## src/rtl/mct_pkg.sv

```systemverilog
package mct_pkg;
  typedef enum logic [1:0] {
    RQ_READ  = 2'd0,
    RQ_RDEX  = 2'd1,
    RQ_UPGR  = 2'd2,
    RQ_WBACK = 2'd3
  } rq_kind_e;

  typedef enum logic [2:0] {
    MS_HOME   = 3'd0,
    MS_SPEC   = 3'd1,
    MS_ODATA  = 3'd2,
    MS_OACK   = 3'd3,
    MS_INVACK = 3'd4,
    MS_NACK   = 3'd5,
    MS_WBDONE = 3'd6,
    MS_INTV   = 3'd7
  } ms_kind_e;

  typedef enum logic [1:0] {
    SL_IDLE,
    SL_SEND,
    SL_WAIT,
    SL_BACK
  } sl_state_e;
endpackage

```

## src/rtl/mct_pick.sv

```systemverilog
module mct_pick #(
  parameter int N  = 4,
  localparam int IW = (N > 1) ? $clog2(N) : 1
) (
  input  logic [N-1:0]  req,
  output logic          any,
  output logic [IW-1:0] idx
);
  always_comb begin
    any = |req;
    idx = '0;
    for (int i = N - 1; i >= 0; i--) begin
      if (req[i]) idx = IW'(i);
    end
  end
endmodule

```

## src/rtl/mct_lfsr.sv

```systemverilog
module mct_lfsr #(
  parameter int          OUT_W = 4,
  parameter logic [7:0]  SEED  = 8'hA5
) (
  input  logic             clk,
  input  logic             rst_n,
  output logic [OUT_W-1:0] rnd
);
  logic [7:0] sr_q, sr_d;

  always_comb begin
    sr_d = {1'b0, sr_q[7:1]} ^ (sr_q[0] ? 8'hB8 : 8'h00);
  end

  always_ff @(posedge clk or negedge rst_n) begin
    if (!rst_n) sr_q <= SEED;
    else        sr_q <= sr_d;
  end

  assign rnd = sr_q[OUT_W-1:0];
endmodule

```

## src/rtl/mct_slot.sv

```systemverilog
module mct_slot
  import mct_pkg::*;
#(
  parameter int ADDR_W = 16,
  parameter int DATA_W = 32,
  parameter int ACK_W  = 4,
  parameter int BO_W   = 4
) (
  input  logic              clk,
  input  logic              rst_n,
  input  logic              alloc,
  input  logic [1:0]        alloc_kind,
  input  logic [ADDR_W-1:0] alloc_addr,
  input  logic              msg_hit,
  input  logic [2:0]        msg_type,
  input  logic [DATA_W-1:0] msg_data,
  input  logic [ACK_W-1:0]  msg_acks,
  input  logic              iv_hold,
  input  logic [BO_W-1:0]   bo_seed,
  input  logic              send_gnt,
  input  logic              retire,
  output logic              busy,
  output logic              want_send,
  output logic              done,
  output logic              iv_pend,
  output logic              is_wb,
  output logic [1:0]        kind,
  output logic [ADDR_W-1:0] addr,
  output logic [DATA_W-1:0] data
);
  sl_state_e               st_q, st_d;
  logic [1:0]              kind_q, kind_d;
  logic [ADDR_W-1:0]       addr_q, addr_d;
  logic [DATA_W-1:0]       data_q, data_d;
  logic signed [ACK_W:0]   cnt_q, cnt_d;
  logic                    home_q, home_d, spec_q, spec_d;
  logic                    own_q, own_d, odat_q, odat_d, iv_q, iv_d;
  logic [BO_W:0]           bo_q, bo_d;
  logic                    upd;

  assign upd = alloc | msg_hit | iv_hold | send_gnt | retire | (st_q == SL_BACK);

  always_comb begin
    st_d = st_q;   kind_d = kind_q; addr_d = addr_q; data_d = data_q;
    cnt_d = cnt_q; home_d = home_q; spec_d = spec_q; own_d = own_q;
    odat_d = odat_q; iv_d = iv_q;  bo_d = bo_q;
    if (alloc) begin
      st_d = SL_SEND; kind_d = alloc_kind; addr_d = alloc_addr; data_d = '0;
      cnt_d = '0; home_d = 1'b0; spec_d = 1'b0; own_d = 1'b0; odat_d = 1'b0;
      iv_d = 1'b0; bo_d = '0;
    end else begin
      if (retire) begin
        st_d = SL_IDLE;
        iv_d = 1'b0;
      end
      if (send_gnt) st_d = SL_WAIT;
      if (st_q == SL_BACK) begin
        bo_d = bo_q - (BO_W+1)'(1);
        if (bo_q == (BO_W+1)'(1)) st_d = SL_SEND;
      end
      if (iv_hold) iv_d = 1'b1;
      if (msg_hit) begin
        case (ms_kind_e'(msg_type))
          MS_HOME: begin
            home_d = 1'b1;
            data_d = msg_data;
            cnt_d  = cnt_q + $signed({1'b0, msg_acks});
          end
          MS_SPEC: begin
            spec_d = 1'b1;
            if (!odat_q) data_d = msg_data;
            cnt_d  = cnt_q + $signed({1'b0, msg_acks});
          end
          MS_ODATA: begin
            own_d = 1'b1; odat_d = 1'b1; data_d = msg_data;
          end
          MS_OACK:   own_d = 1'b1;
          MS_INVACK: cnt_d = cnt_q - (ACK_W+1)'(1);
          MS_NACK: begin
            st_d = SL_BACK;
            bo_d = {1'b0, bo_seed} + (BO_W+1)'(1);
            if (kind_q == RQ_UPGR) kind_d = RQ_RDEX;
            cnt_d = '0; home_d = 1'b0; spec_d = 1'b0; own_d = 1'b0; odat_d = 1'b0;
          end
          MS_WBDONE: home_d = 1'b1;
          default: ;
        endcase
      end
    end
  end

  always_ff @(posedge clk or negedge rst_n) begin
    if (!rst_n) begin
      st_q <= SL_IDLE; kind_q <= '0; addr_q <= '0; data_q <= '0; cnt_q <= '0;
      home_q <= 1'b0; spec_q <= 1'b0; own_q <= 1'b0; odat_q <= 1'b0;
      iv_q <= 1'b0; bo_q <= '0;
    end else if (upd) begin
      st_q <= st_d; kind_q <= kind_d; addr_q <= addr_d; data_q <= data_d;
      cnt_q <= cnt_d; home_q <= home_d; spec_q <= spec_d; own_q <= own_d;
      odat_q <= odat_d; iv_q <= iv_d; bo_q <= bo_d;
    end
  end

  assign busy      = (st_q != SL_IDLE);
  assign want_send = (st_q == SL_SEND);
  assign done      = (st_q == SL_WAIT) && (home_q || (spec_q && own_q)) && (cnt_q == '0);
  assign iv_pend   = iv_q;
  assign is_wb     = (kind_q == RQ_WBACK);
  assign kind      = kind_q;
  assign addr      = addr_q;
  assign data      = data_q;
endmodule

```

## src/rtl/mct_tracker.sv

```systemverilog
module mct_tracker
  import mct_pkg::*;
#(
  parameter int NSLOT  = 4,
  parameter int ADDR_W = 16,
  parameter int DATA_W = 32,
  parameter int ACK_W  = 4,
  parameter int BO_W   = 4,
  localparam int SW    = (NSLOT > 1) ? $clog2(NSLOT) : 1
) (
  input  logic              clk,
  input  logic              rst_n,
  input  logic              req_valid,
  output logic              req_ready,
  input  logic [1:0]        req_kind,
  input  logic [ADDR_W-1:0] req_addr,
  output logic              cpl_valid,
  output logic [ADDR_W-1:0] cpl_addr,
  output logic [DATA_W-1:0] cpl_data,
  output logic              nout_valid,
  output logic [1:0]        nout_kind,
  output logic [ADDR_W-1:0] nout_addr,
  input  logic              nin_valid,
  input  logic [2:0]        nin_type,
  input  logic [ADDR_W-1:0] nin_addr,
  input  logic [DATA_W-1:0] nin_data,
  input  logic [ACK_W-1:0]  nin_acks,
  output logic              ivo_valid,
  output logic [ADDR_W-1:0] ivo_addr
);
  logic [NSLOT-1:0]             s_busy, s_want, s_done, s_ivp, s_wb;
  logic [NSLOT-1:0][1:0]        s_kind;
  logic [NSLOT-1:0][ADDR_W-1:0] s_addr;
  logic [NSLOT-1:0][DATA_W-1:0] s_data;
  logic [NSLOT-1:0]             req_hit, nin_hit, msg_hit, iv_hold, ret_req;
  logic [NSLOT-1:0]             alloc_g, send_g, ret_g;
  logic                         f_any, sd_any, rt_any, accept, is_intv, pass_iv;
  logic [SW-1:0]                f_idx, sd_idx, rt_idx;
  logic [BO_W-1:0]              bo_rnd;

  logic              cplv_d, noutv_d, ivov_d;
  logic [ADDR_W-1:0] ivoa_d;

  assign is_intv   = nin_valid && (nin_type == MS_INTV);
  assign pass_iv   = is_intv && (nin_hit == '0);
  assign req_ready = f_any && (req_hit == '0);
  assign accept    = req_valid && req_ready;

  mct_pick #(.N(NSLOT)) u_pick_free (.req(~s_busy), .any(f_any),  .idx(f_idx));
  mct_pick #(.N(NSLOT)) u_pick_send (.req(s_want),  .any(sd_any), .idx(sd_idx));
  mct_pick #(.N(NSLOT)) u_pick_ret  (.req(ret_req), .any(rt_any), .idx(rt_idx));
  mct_lfsr #(.OUT_W(BO_W)) u_lfsr (.clk(clk), .rst_n(rst_n), .rnd(bo_rnd));

  for (genvar g = 0; g < NSLOT; g++) begin : g_slot
    assign req_hit[g] = s_busy[g] && (s_addr[g] == req_addr);
    assign nin_hit[g] = s_busy[g] && (s_addr[g] == nin_addr);
    assign msg_hit[g] = nin_valid && !is_intv && nin_hit[g];
    assign iv_hold[g] = is_intv && nin_hit[g] && !s_wb[g];
    assign ret_req[g] = s_done[g] && !iv_hold[g] && !(pass_iv && s_ivp[g]);
    assign alloc_g[g] = accept && (f_idx == SW'(g));
    assign send_g[g]  = sd_any && (sd_idx == SW'(g));
    assign ret_g[g]   = rt_any && (rt_idx == SW'(g));

    mct_slot #(.ADDR_W(ADDR_W), .DATA_W(DATA_W), .ACK_W(ACK_W), .BO_W(BO_W)) u_slot (
      .clk(clk), .rst_n(rst_n),
      .alloc(alloc_g[g]), .alloc_kind(req_kind), .alloc_addr(req_addr),
      .msg_hit(msg_hit[g]), .msg_type(nin_type), .msg_data(nin_data), .msg_acks(nin_acks),
      .iv_hold(iv_hold[g]), .bo_seed(bo_rnd), .send_gnt(send_g[g]), .retire(ret_g[g]),
      .busy(s_busy[g]), .want_send(s_want[g]), .done(s_done[g]), .iv_pend(s_ivp[g]),
      .is_wb(s_wb[g]), .kind(s_kind[g]), .addr(s_addr[g]), .data(s_data[g])
    );
  end

  always_comb begin
    cplv_d  = rt_any;
    noutv_d = sd_any;
    ivov_d  = pass_iv || (rt_any && s_ivp[rt_idx]);
    ivoa_d  = pass_iv ? nin_addr : s_addr[rt_idx];
  end

  always_ff @(posedge clk or negedge rst_n) begin
    if (!rst_n) begin
      cpl_valid <= 1'b0; nout_valid <= 1'b0; ivo_valid <= 1'b0;
      cpl_addr <= '0; cpl_data <= '0; nout_kind <= '0; nout_addr <= '0; ivo_addr <= '0;
    end else begin
      cpl_valid  <= cplv_d;
      nout_valid <= noutv_d;
      ivo_valid  <= ivov_d;
      if (cplv_d) begin
        cpl_addr <= s_addr[rt_idx];
        cpl_data <= s_data[rt_idx];
      end
      if (noutv_d) begin
        nout_kind <= s_kind[sd_idx];
        nout_addr <= s_addr[sd_idx];
      end
      if (ivov_d) ivo_addr <= ivoa_d;
    end
  end
endmodule

```

## config.mk

```make
export PLATFORM = sky130hd
export DESIGN_NAME = mct_tracker
export DESIGN_NICKNAME = d
export VERILOG_FILES = /design/src/rtl/mct_pkg.sv /design/src/rtl/mct_pick.sv /design/src/rtl/mct_lfsr.sv /design/src/rtl/mct_slot.sv /design/src/rtl/mct_tracker.sv
export SDC_FILE = /design/constraint.sdc
export NUM_CORES = 1
export LEC_CHECK = 0
export BUFFER_PORTS_ARGS = -buffer_cell sky130_fd_sc_hd__buf_2
export CORE_ASPECT_RATIO = 1.25
export CORE_UTILIZATION = 45
export CTS_CLUSTER_SIZE = 28
export DETAILED_ROUTE_END_ITERATION = 16
export PLACE_DENSITY = 0.65
export SLEW_MARGIN = 15
export SYNTH_ARGS = -nofsm -noshare
export SYNTH_HDL_FRONTEND = slang
export SYNTH_SLANG_ARGS = --single-unit
```

## constraint.sdc

```tcl
create_clock -name clk -period 2.8 [get_ports clk]
set_input_delay 0.28 -clock clk [delete_from_list [all_inputs] [get_ports clk]]
set_output_delay 0.28 -clock clk [all_outputs]
set_load 0.05 [all_outputs]
```

* Word-level counts from Yosys, hierarchy flattened *
Index checks and enable logic that the tools add are counted.

word-level totals
  flip-flop bits (word level) = 361
  bits of input ports = 77
  output and inout port bits = 86
  logic and storage cells = 479

operators by class
  add/subtract/negate cells = 13
  order comparisons = 2
  equality and inequality tests = 52
  multiplexer cells = 160
  bitwise operators = 22
  reductions and logical operators = 177

operators with widths
  kind                   count
  $mux W32               13
  $pmux W32 S2           4
  $eq A16 B16 Y1         8
  $mux W5                24
  $mux W2                57
  $reduce_bool A3 Y1     24
  $bmux W16 S2           2
  $bmux W32 S2           1
  $logic_and A1 B1 Y1    62
  $pmux W5 S3            4
  $reduce_and A3 Y1      20
  $mux W16               3
  $mux W1                45
  $eq A2 B2 Y1 const B   22
  $reduce_and A4 Y1      8
  $reduce_bool A2 Y1     16
  $add A5 B5 Y5          4
  $eq A5 B1 Y1 const B   4
  $logic_not A5 Y1       4
  $or A1 B1 Y1           20
  $sub A5 B1 Y5 const B  4
  $sub A5 B2 Y5 const B  4
  $reduce_and A2 Y1      8
  $reduce_bool A4 Y1     4
  other kinds (20)       61

* Logic depth before layout (Yosys ltp) *
Gate-level depths: netlist (run 1).

  word-level depth = 20
  gate-level depth with buffers = 14
  gate-level depth less buffers = 12

* Modules after synthesis *
From an unflattened synthesis (run 1), not the netlist that was laid out.

unflattened totals
  cells, all modules = 1834
  area total of the unflattened synthesis = 19741.4 sq um

by module, submodules not included
  module                           instances  cells each  area each (sq um)  sequential area each (sq um)
  mct_tracker                      1          517         6839.1             2127.0
  mct_slot (g_slot[0].u_slot ...)  2          321         3146.8             1676.6
  mct_slot (g_slot[3].u_slot)      1          319         3121.7             1676.6
  mct_slot (g_slot[1].u_slot)      1          320         3120.5             1676.6
  mct_lfsr                         1          15          261.5              205.2
  mct_pick                         3          7           35.0               0.0

* Worst setup path after synthesis (run 1) *
Ideal clock, no wire load.

  path type = reg2reg
  start point = register g_slot[2].u_slot.addr_q[2]
  end point = register cpl_data[10]
  library setup time = 127 ps
  arrival = 2702 ps
  data required time = 2673 ps
  slack = -29 ps
  stages on the path, launching flop included = 13
  buffers on the path = 3
  period minus slack after synthesis = 2829 ps
  path through = dfrtp_1 > nor2b_1 > a2111o_1 > nor4_4 > a22oi_2 > and4b_1 > buf_6 > o221a_4 > and3_1 > buf_2 > buf_2 > a221oi_2 > a21oi_1

on the way
  word-level cells in the longest chain between the ends = 13
  elaborated cells on any way between the ends = 27
  classes of those cells = eq/ne (1); mux (6); reduce/logical (20)

RTL lines
  element                         RTL line           text
  start, declared                 mct_slot.sv:33     logic [ADDR_W-1:0] addr_q, addr_d;
  start signal, assigned          mct_slot.sv:98     st_q <= st_d; kind_q <= kind_d; addr_q <= addr_d; data_q <= data_d;
  $eq A16 B16 Y1 *                mct_tracker.sv:56  assign nin_hit[g] = s_busy[g] && (s_addr[g] == nin_addr);
  $logic_and A1 B1 Y1 *           mct_tracker.sv:56
  $logic_not A4 Y1                mct_tracker.sv:45  assign pass_iv = is_intv && (nin_hit == '0);
  $logic_and A1 B1 Y1             mct_tracker.sv:45
  $logic_and A1 B1 Y1             mct_tracker.sv:59  assign ret_req[g] = s_done[g] && !iv_hold[g] && !(pass_iv && s_ivp[g]);
  $logic_not A1 Y1                mct_tracker.sv:59
  $logic_and A1 B1 Y1             mct_tracker.sv:59
  $mux W2 (4 in series)           mct_pick.sv:13     if (req[i]) idx = IW'(i);
  $bmux W32 S2                    mct_tracker.sv:91  cpl_data <= s_data[rt_idx];
  $mux W32 (implied by the code)  mct_tracker.sv:91
  end signal, assigned            mct_tracker.sv:91
  end, declared                   mct_tracker.sv:19  output logic [DATA_W-1:0] cpl_data,

Every way passes the cells marked *; elsewhere a longest branch is shown, timed or not. The select of a mux whose other input is x is not followed.
A chain may end at the register's enable or synchronous reset.

* Final worst setup path (run 1) *
  start point = register g_slot[3].u_slot.addr_q[10]
  end point = register ivo_addr[4]

on the way
  word-level cells in the longest chain between the ends = 15
  elaborated cells on any way between the ends = 32
  classes of those cells = eq/ne (1); mux (9); reduce/logical (22)

RTL lines
  element                                                         RTL line                              text
  start, declared                                                 mct_slot.sv:33
  start signal, assigned                                          mct_slot.sv:98
  $eq A16 B16 Y1 *                                                mct_tracker.sv:56
  $logic_and A1 B1 Y1 *                                           mct_tracker.sv:56
  $logic_not A4 Y1 / $logic_and A1 B1 Y1 (equally long branches)  mct_tracker.sv:45, mct_tracker.sv:58
  $logic_and A1 B1 Y1, on equally long branches                   mct_tracker.sv:45, mct_tracker.sv:58
  $logic_and A1 B1 Y1 / $logic_not A1 Y1 (equally long branches)  mct_tracker.sv:59
  $logic_not A1 Y1 / $logic_and A1 B1 Y1 (equally long branches)  mct_tracker.sv:59
  $logic_and A1 B1 Y1                                             mct_tracker.sv:59
  $mux W2 (4 in series)                                           mct_pick.sv:13
  $bmux W1 S2                                                     mct_tracker.sv:77                     ivov_d = pass_iv || (rt_any && s_ivp[rt_idx]);
  $mux W1 (implied by the code)                                   mct_tracker.sv:77
  $logic_and A1 B1 Y1                                             mct_tracker.sv:77
  $logic_or A1 B1 Y1                                              mct_tracker.sv:77
  end signal, assigned                                            mct_tracker.sv:97                     if (ivov_d) ivo_addr <= ivoa_d;
  end, declared                                                   mct_tracker.sv:29                     output logic [ADDR_W-1:0] ivo_addr

Marked as above.

==> results of run 1 <==
## sequential cells by signal, indices dropped and copies added, names as in the netlist
signal / cells
cpl_addr: 16
cpl_data: 32
cpl_valid: 1
g_slot.u_slot.addr: 64
g_slot.u_slot.bo_q: 20
g_slot.u_slot.cnt_q: 20
g_slot.u_slot.data: 128
g_slot.u_slot.home_q: 4
g_slot.u_slot.iv_pend: 4
g_slot.u_slot.kind: 8
g_slot.u_slot.odat_q: 4
g_slot.u_slot.own_q: 4
g_slot.u_slot.spec_q: 4
g_slot.u_slot.st_q: 8
ivo_addr: 16
ivo_valid: 1
nout_addr: 16
nout_kind: 2
nout_valid: 1
u_lfsr.sr_q: 8
## worst min path at each step
stage / start / end
after CTS: req_kind[0] / g_slot[3].u_slot.kind[0]
after global routing: req_kind[0] / g_slot[2].u_slot.kind[0]
after floorplan: rst_n / cpl_addr[0]
final: req_kind[0] / g_slot[3].u_slot.kind[0]
after global placement: rst_n / g_slot[0].u_slot.data[16]
after detailed placement: rst_n / g_slot[2].u_slot.data[16]
## metal layers
layer	global-route usage (%)	part of all wire [%]
met1	42.4	39
met2	53.8	48
met3	5.90	8.1
met4	17.8	5.4
met5	0	0
## per-stage QoR
step	hold WS [ns]	area, um^2
2_1_floorplan	-0.0156	19400
3_3_place_gp	0.208	22800
3_5_place_dp	0.212	22800
4_1_cts	0.0159	26400
5_1_grt	0.0580	27600
6_report	0.0363	27600
## repair_timing
item	4_1_cts	5_1_grt
gates cloned	15	12
gates resized for setup	190	213
hold buffers	35	0
hold endpoints to repair	170	0
setup buffers	53	12
endpoints found under the setup margin	306	251
pin swaps	72	101
## cell type report
class / count / area share (%)
Inverter: 35 / 0.522
Clock inverter: 11 / 0.736
Timing Repair Buffer: 581 / 19.1
Tap cell: 559 / 2.54
Clock buffer: 65 / 4.63
Sequential cell: 361 / 32.8
Multi-Input combinational cell: 1568 / 39.6
## power breakdown
part,internal (mW),total (mW),switching (mW)
logic,1.49,3.65,2.16
clock network,3.60,5.92,2.31
registers,5.55,5.83,0.280
total,10.6,15.4,4.76
## cell usage in the layout (no fill, tap or decap), drive strengths merged, types with 40 or more instances in the layout
cell type / n
clkbuf: 73
mux2i: 46
dfrtp: 357
nand3: 42
buf: 538
nand2: 453
a21oi: 261
a221oi: 40
xor2: 42
nor2: 135
xnor2: 107
o21ai: 74
a22oi: 52
## kinds of logic (layout without fill, tap and decap cells)
kind of cell / Yosys count / in the layout
flops: 361 / 361
fa+ha+maj: 30 / 30
mux: 78 / 78
simple gates: 777 / 778
compound gates: 533 / 533
xor+xnor: 149 / 149
buf+inv: 203 / 692
## worst register-to-register path, cell delays in order, from the launching register on
cell and delay [ns]:
dfrtp_1 0.40, xnor2_1 0.25, nand4_1 0.29, nor3_2 0.33, a22oi_2 0.13, and4b_4 0.28, a21boi_4 0.30, nor4_4 0.10
buf_6 0.16, buf_8 0.14, a222oi_1 0.34, buf_4 0.18, o21ai_1 0.05
==> run_results.csv, run 1 <==
group,metric,value,unit
setup_path,crit_family,"simple AND/OR/NAND/NOR gates",
setup_path,cp_data_arrival_time,3.53,ns
synth,synth_seq_cells,361,
setup_path,crit_path_max_fanout,5,
finish,antenna_cells_inserted,0,
setup_path,crit_slowest_cell,"dfrtp_1",
clock_network,ctsRootBufferMaster,"clkbuf_16",
die,coreArea,42300,um^2
setup_path,setup.worst_path.start,"g_slot[3].u_slot.addr[10]",
global_route,via_count_of_the_first_global_routing_pass,18900,
place,dp.final_hpwl,47.4,mm
setup_path,regToRegEndpoint,"ivo_addr[4]",
finish,final_net_count,2695,
setup_path,critPathBufInv,3,
setup_path,cp_max_stage_delay,0.40,ns
synth,synth_simple_gate_area_share,17.5,%
synth,netlist.area_leader.share,46.1,%
clock_network,tritoncts,"done",
outcome,failed_checks,"setup timing",
die,total_number_of_placement_rows,84,
worst_hold_path,hold_path_class,"in -> reg",
timing,finClkSkew,0.0361,ns
die,die_h,234,um
synth,netlist-cell-type-count,80,
timing,worst-slew-pin-transition,0.633,ns
global_route,grt_remaining_overflow,0,
pwr,cellLeakagePower,12.4,nW
synth,postSynthNetCount,2238,
pwr,post-layout-total-power,15.4,mW
detailed_routing,route.detailed.drc,0,
setup_path,worst_ep_required_time,3.26,ns
timing,min_period_over_period,109,%
finish,layout-drive-gt1-share,36.4,%
setup_path,critical_path.endpoint_type,"register",
place,post-place-cells,2984,
timing,setup-violations-final,137,
synth,netlist_instances,2131,
synth,postSynthAreaPerCell,9.10,um^2
synth,yosys.area.top_type,"dfrtp_1",
timing,postLayoutSetupSlackWorst,-0.265,ns
detailed_routing,viasPerCell,5.95,
clock_network,maximum_clock_insertion_buffer_count,3,
place,pre_cts_slack,-0.750,ns
timing,drv_slew,0,
outcome,outcome,"complete, but fails checks",
clock_network,cts.clk_slew.worst_paths,0.06,ns
timing,finalSetupTns,-17.92,ns
clock_network,clkSinkCount,361,
detailed_routing,wl_per_cell,23.6,um
synth,synth-edff-count,0,
finish,seq_area,9040,um^2
die,die_area,43900,um^2
place,port-buffer-count,162,
detailed_routing,num_vias,18900,
timing,fmax,0.326,GHz
synth,synth_compound_gate_area_share,18.2,%
die,start_util,45.9,%
timing,period_minus_slack,3.06,ns
timing,hold_violations_final,0,
synth,async_reset_ff_share,100,%
finish,area_growth_syn_to_layout,42.1,%
synth,synth_top_cells_by_area,"dfrtp_1, nand2_1, a21oi_1",
setup_path,critPathKind,"reg -> reg",
detailed_routing,detailedRoute.firstPassIterationCount,6,
finish,final_cell_count_no_fill,3180,
synth,synth.most_common_cell,"nand2_1",
detailed_routing,detail-route-antenna-nets,0,
timing,rsz0062_at_grt,"true",
place,gp_congestion,1.00,
detailed_routing,drt_wl_total,75.1,mm
synth,synth_seq_area_share,46.6,%
setup_path,critPathLaunchType,"register",
global_route,antenna_found_initial,0,
detailed_routing,initialDrtViolationCount,1700,
global_route,grt_util_all_layers,33.2,%
setup_path,worst-r2r-setup-slack,-0.26,ns
global_route,wire_length_of_the_first_global_routing_pass,111,mm
setup_path,r2r.worst_path.cells,12,
pwr,irDropWorstVdd,0.000720,V
clock_network,clock_buffers_created_by_tritoncts,41,
run,maxCapViolations,0,
synth,synth_fa_ha_area_share,2.09,%
synth,synthXorXnorAreaFrac,6.73,%
setup_path,cp_cell_sequence,"xnor2_1 -> nand4_1 -> nor3_2 -> a22oi_2 -> and4b_4 -> a21boi_4 -> nor4_4 -> buf_6 -> buf_8 -> a222oi_1 -> buf_4 -> o21ai_1",
synth,synth.top_cells.by_count,"nand2_1, dfrtp_1, a21oi_1",
clock_network,h-tree-depth,2,
finish,fin_util,65.2,%
clock_network,clk-insertion-delay-late,0.59,ns
finish,layout.filler_cells,3360,
synth,area_of_the_mapped_netlist,19400,um^2
die,ios,163,
synth,muxShareOfSynthArea,4.23,%
setup_path,r2r_start,"g_slot[3].u_slot.addr[10]",
synth,postSynth.topFlopCell,"dfrtp_1",
setup_path,path_depth,12,
setup_path,endpoint,"ivo_addr[4]",
pwr,cellPowerDensity,559,nW/um^2
timing,slew-limit-headroom,57.8,%
synth,ys.warnings.count,0,
die,die-width,188,um
global_route,maximum_number_of_pins_on_one_net_before_global_route_repair,90,
worst_hold_path,min_delay_path_depth,3,
synth,synth_top_family_by_area,"compound AO/OA/AOI/OAI gates",
finish,multiInputGateArea,10900,um^2
Note: power is estimated with default switching activity, not from simulation.
==> run 2, diff against run 1 <==
--- a/config.mk
+++ b/config.mk
@@ -11,6 +11,7 @@
 export CTS_CLUSTER_SIZE = 28
 export DETAILED_ROUTE_END_ITERATION = 16
 export PLACE_DENSITY = 0.65
+export SETUP_SLACK_MARGIN = 0.15
 export SLEW_MARGIN = 15
 export SYNTH_ARGS = -nofsm -noshare
 export SYNTH_HDL_FRONTEND = slang
==> run_results.csv, run 2 (synthesis results as in run 1) <==
group,metric,value,unit
outcome,outcome,"complete, but fails checks",
outcome,failed_checks,"setup timing",
global_route,antenna_found_initial,0,
worst_hold_path,min_delay_path_depth,3,
timing,hold_violations_final,0,
setup_path,worst_ep_required_time,3.25,ns
setup_path,critPathLaunchType,"register",
pwr,power.share.sequential,37.1,%
worst_hold_path,hold_path_class,"in -> reg",
global_route,grt_remaining_overflow,0,
finish,fin_util,68.5,%
detailed_routing,num_vias,19800,
finish,mostFrequentLayoutCells,"nand2_1, dfrtp_1, buf_4",
finish,multiInputGateArea,11700,um^2
die,coreArea,42300,um^2
setup_path,crit_path_max_fanout,11,
pwr,pwr-share-clk,38.6,%
pwr,netSwitchingPower,4.92,mW
die,die_area,43900,um^2
pwr,irDropWorstVdd,0.000485,V
timing,rsz0062_at_grt,"true",
finish,final_common_cell,"nand2_1",
clock_network,tritoncts,"done",
place,gp_congestion,1.00,
finish,max_reg_flops,128,
setup_path,r2r_start,"g_slot[2].u_slot.addr[13]",
timing,setup-violations-final,199,
setup_path,crit_family,"compound AO/OA/AOI/OAI gates",
timing,period_minus_slack,3.11,ns
finish,area_growth_syn_to_layout,49.2,%
pwr,post-layout-total-power,15.8,mW
clock_network,ctsRootBufferMaster,"clkbuf_16",
pwr,internal_power,10.9,mW
clock_network,clock_buffers_created_by_tritoncts,40,
setup_path,regToRegEndpoint,"cpl_data[0]",
global_route,grt_util_all_layers,32.6,%
pwr,comb_power_share,24.3,%
finish,layout-drive-gt1-share,42.7,%
clock_network,maximum_clock_insertion_buffer_count,3,
place,port-buffer-count,162,
pwr,cellLeakagePower,12.8,nW
detailed_routing,drt_wl_total,83.6,mm
finish,antenna_cells_inserted,0,
run,maxCapViolations,0,
clock_network,clkSinkCount,361,
timing,fmax,0.321,GHz
clock_network,cts.clk_slew.worst_paths,0.07,ns
finish,seq_area,9040,um^2
timing,finClkSkew,0.0375,ns
pwr,switching_share,31.1,%
timing,drv_slew,0,
die,die_h,234,um
global_route,maximum_number_of_pins_on_one_net_before_global_route_repair,86,
setup_path,cp_data_arrival_time,3.56,ns
detailed_routing,initialDrtViolationCount,2214,
setup_path,cp_common_cell,"buf_6",
timing,min_period_over_period,111,%
pwr,cellPowerDensity,547,nW/um^2
detailed_routing,detailedRoute.firstPassIterationCount,6,
detailed_routing,viasPerCell,6.20,
setup_path,cp_cell_sequence,"xor2_1 -> a2111o_1 -> nor4_4 -> a22oi_2 -> and4b_4 -> buf_6 -> buf_6 -> o221a_4 -> and3_4 -> buf_12 -> a221oi_4 -> a21oi_2",
setup_path,cp_max_stage_delay,0.43,ns
clock_network,h-tree-depth,2,
detailed_routing,route.detailed.drc,0,
setup_path,critPathBufInv,3,
die,total_number_of_placement_rows,84,
clock_network,clk-insertion-delay-late,0.58,ns
setup_path,critical_path.endpoint_type,"register",
worst_hold_path,hold_end,"g_slot[2].u_slot.addr[6]",
timing,worst-slew-pin-transition,0.711,ns
setup_path,worst-r2r-setup-slack,-0.31,ns
finish,final_net_count,2705,
place,dp.final_hpwl,47.6,mm
setup_path,r2r.worst_path.cells,12,
setup_path,crit_slowest_cell,"a2111o_1",
global_route,wire_length_of_the_first_global_routing_pass,109,mm
worst_hold_path,min-delay-start,"req_addr[6]",
setup_path,critPathKind,"reg -> reg",
timing,postLayoutSetupSlackWorst,-0.313,ns
detailed_routing,detail-route-antenna-nets,0,
die,ios,163,
die,start_util,45.9,%
detailed_routing,wl_per_cell,26.2,um
timing,slew-limit-headroom,52.2,%
global_route,via_count_of_the_first_global_routing_pass,18400,
die,die-width,188,um
finish,layout.filler_cells,3065,
-- run 2: area by class of cell --
cell class	instances	share of cell area (%)
multi-input combinational	1567	40.4
timing repair inverter	1	0.0303
clock buffer	50	3.83
sequential	361	31.3
tap	559	2.42
clock inverter	21	1.37
timing repair buffer	592	20.2
inverter	35	0.497
-- run 2: what timing repair did --
item,CTS,global route
hold buffers,34,0
cloned,16,35
endpoints found under the setup margin,325,326
endpoints found under the hold margin,164,0
buffers inserted,25,33
pin swaps,119,139
resized for setup,178,442
-- run 2: metrics by stage --
step,std cells,setup slack [ns],instance area [um^2],hold slack (ns),setup TNS (ns)
6_report,3186,-0.313,28900,0.0293,-34.96
5_1_grt,3186,-0.383,28900,0.0430,-51.21
4_1_cts,3118,-0.233,26100,0.00909,-20.10
3_5_place_dp,2972,-0.555,22900,0.235,-54.03
3_3_place_gp,2972,-0.539,22900,0.229,-50.88
2_1_floorplan,2131,0.103,19500,-0.0156,0
-- run 2: metal layers --
| layer | up-vias | part of all wire (%) | global-route usage (%) |
|---|---|---|---|
| li1 | 8363 | - | - |
| met1 | 9711 | 36 | 42.1 |
| met4 | 0 | 7.3 | 13.6 |
| met3 | 378 | 10 | 5.15 |
| met2 | 1300 | 46 | 54.6 |
| met5 | - | 0 | 0 |
-- run 2: worst max-delay path by stage --
stage                                   start            to  depth (start not counted)
floorplan           g_slot[2].u_slot.addr[13]  cpl_data[10]                         12
global placement    g_slot[0].u_slot.addr[13]   cpl_addr[3]                         11
detailed placement  g_slot[0].u_slot.addr[13]  cpl_data[27]                         11
CTS                 g_slot[2].u_slot.addr[13]   cpl_addr[2]                         12
global route        g_slot[2].u_slot.addr[13]   cpl_data[6]                         13
finish              g_slot[2].u_slot.addr[13]   cpl_data[0]                         12
-- run 2: worst reg2reg max path, stage by stage (launching register included) --
cell and delay, ns:
dfrtp_1 0.41, xor2_1 0.17, a2111o_1 0.43, nor4_4 0.25, a22oi_2 0.11, and4b_4 0.25, buf_6 0.13, buf_6 0.11
o221a_4 0.24, and3_4 0.24, buf_12 0.20, a221oi_4 0.36, a21oi_2 0.12
-- run 2: power groups by stage --
stage | logic, mW | clock network (mW) | registers, mW
final | 3.85 | 6.11 | 5.88
after global routing | 4.06 | 6.33 | 5.91
after CTS | 3.48 | 6.12 | 5.85
after detailed placement | 3.23 | 0 | 5.92
after global placement | 3.18 | 0 | 5.92
after floorplan | 1.23 | 0 | 6.41
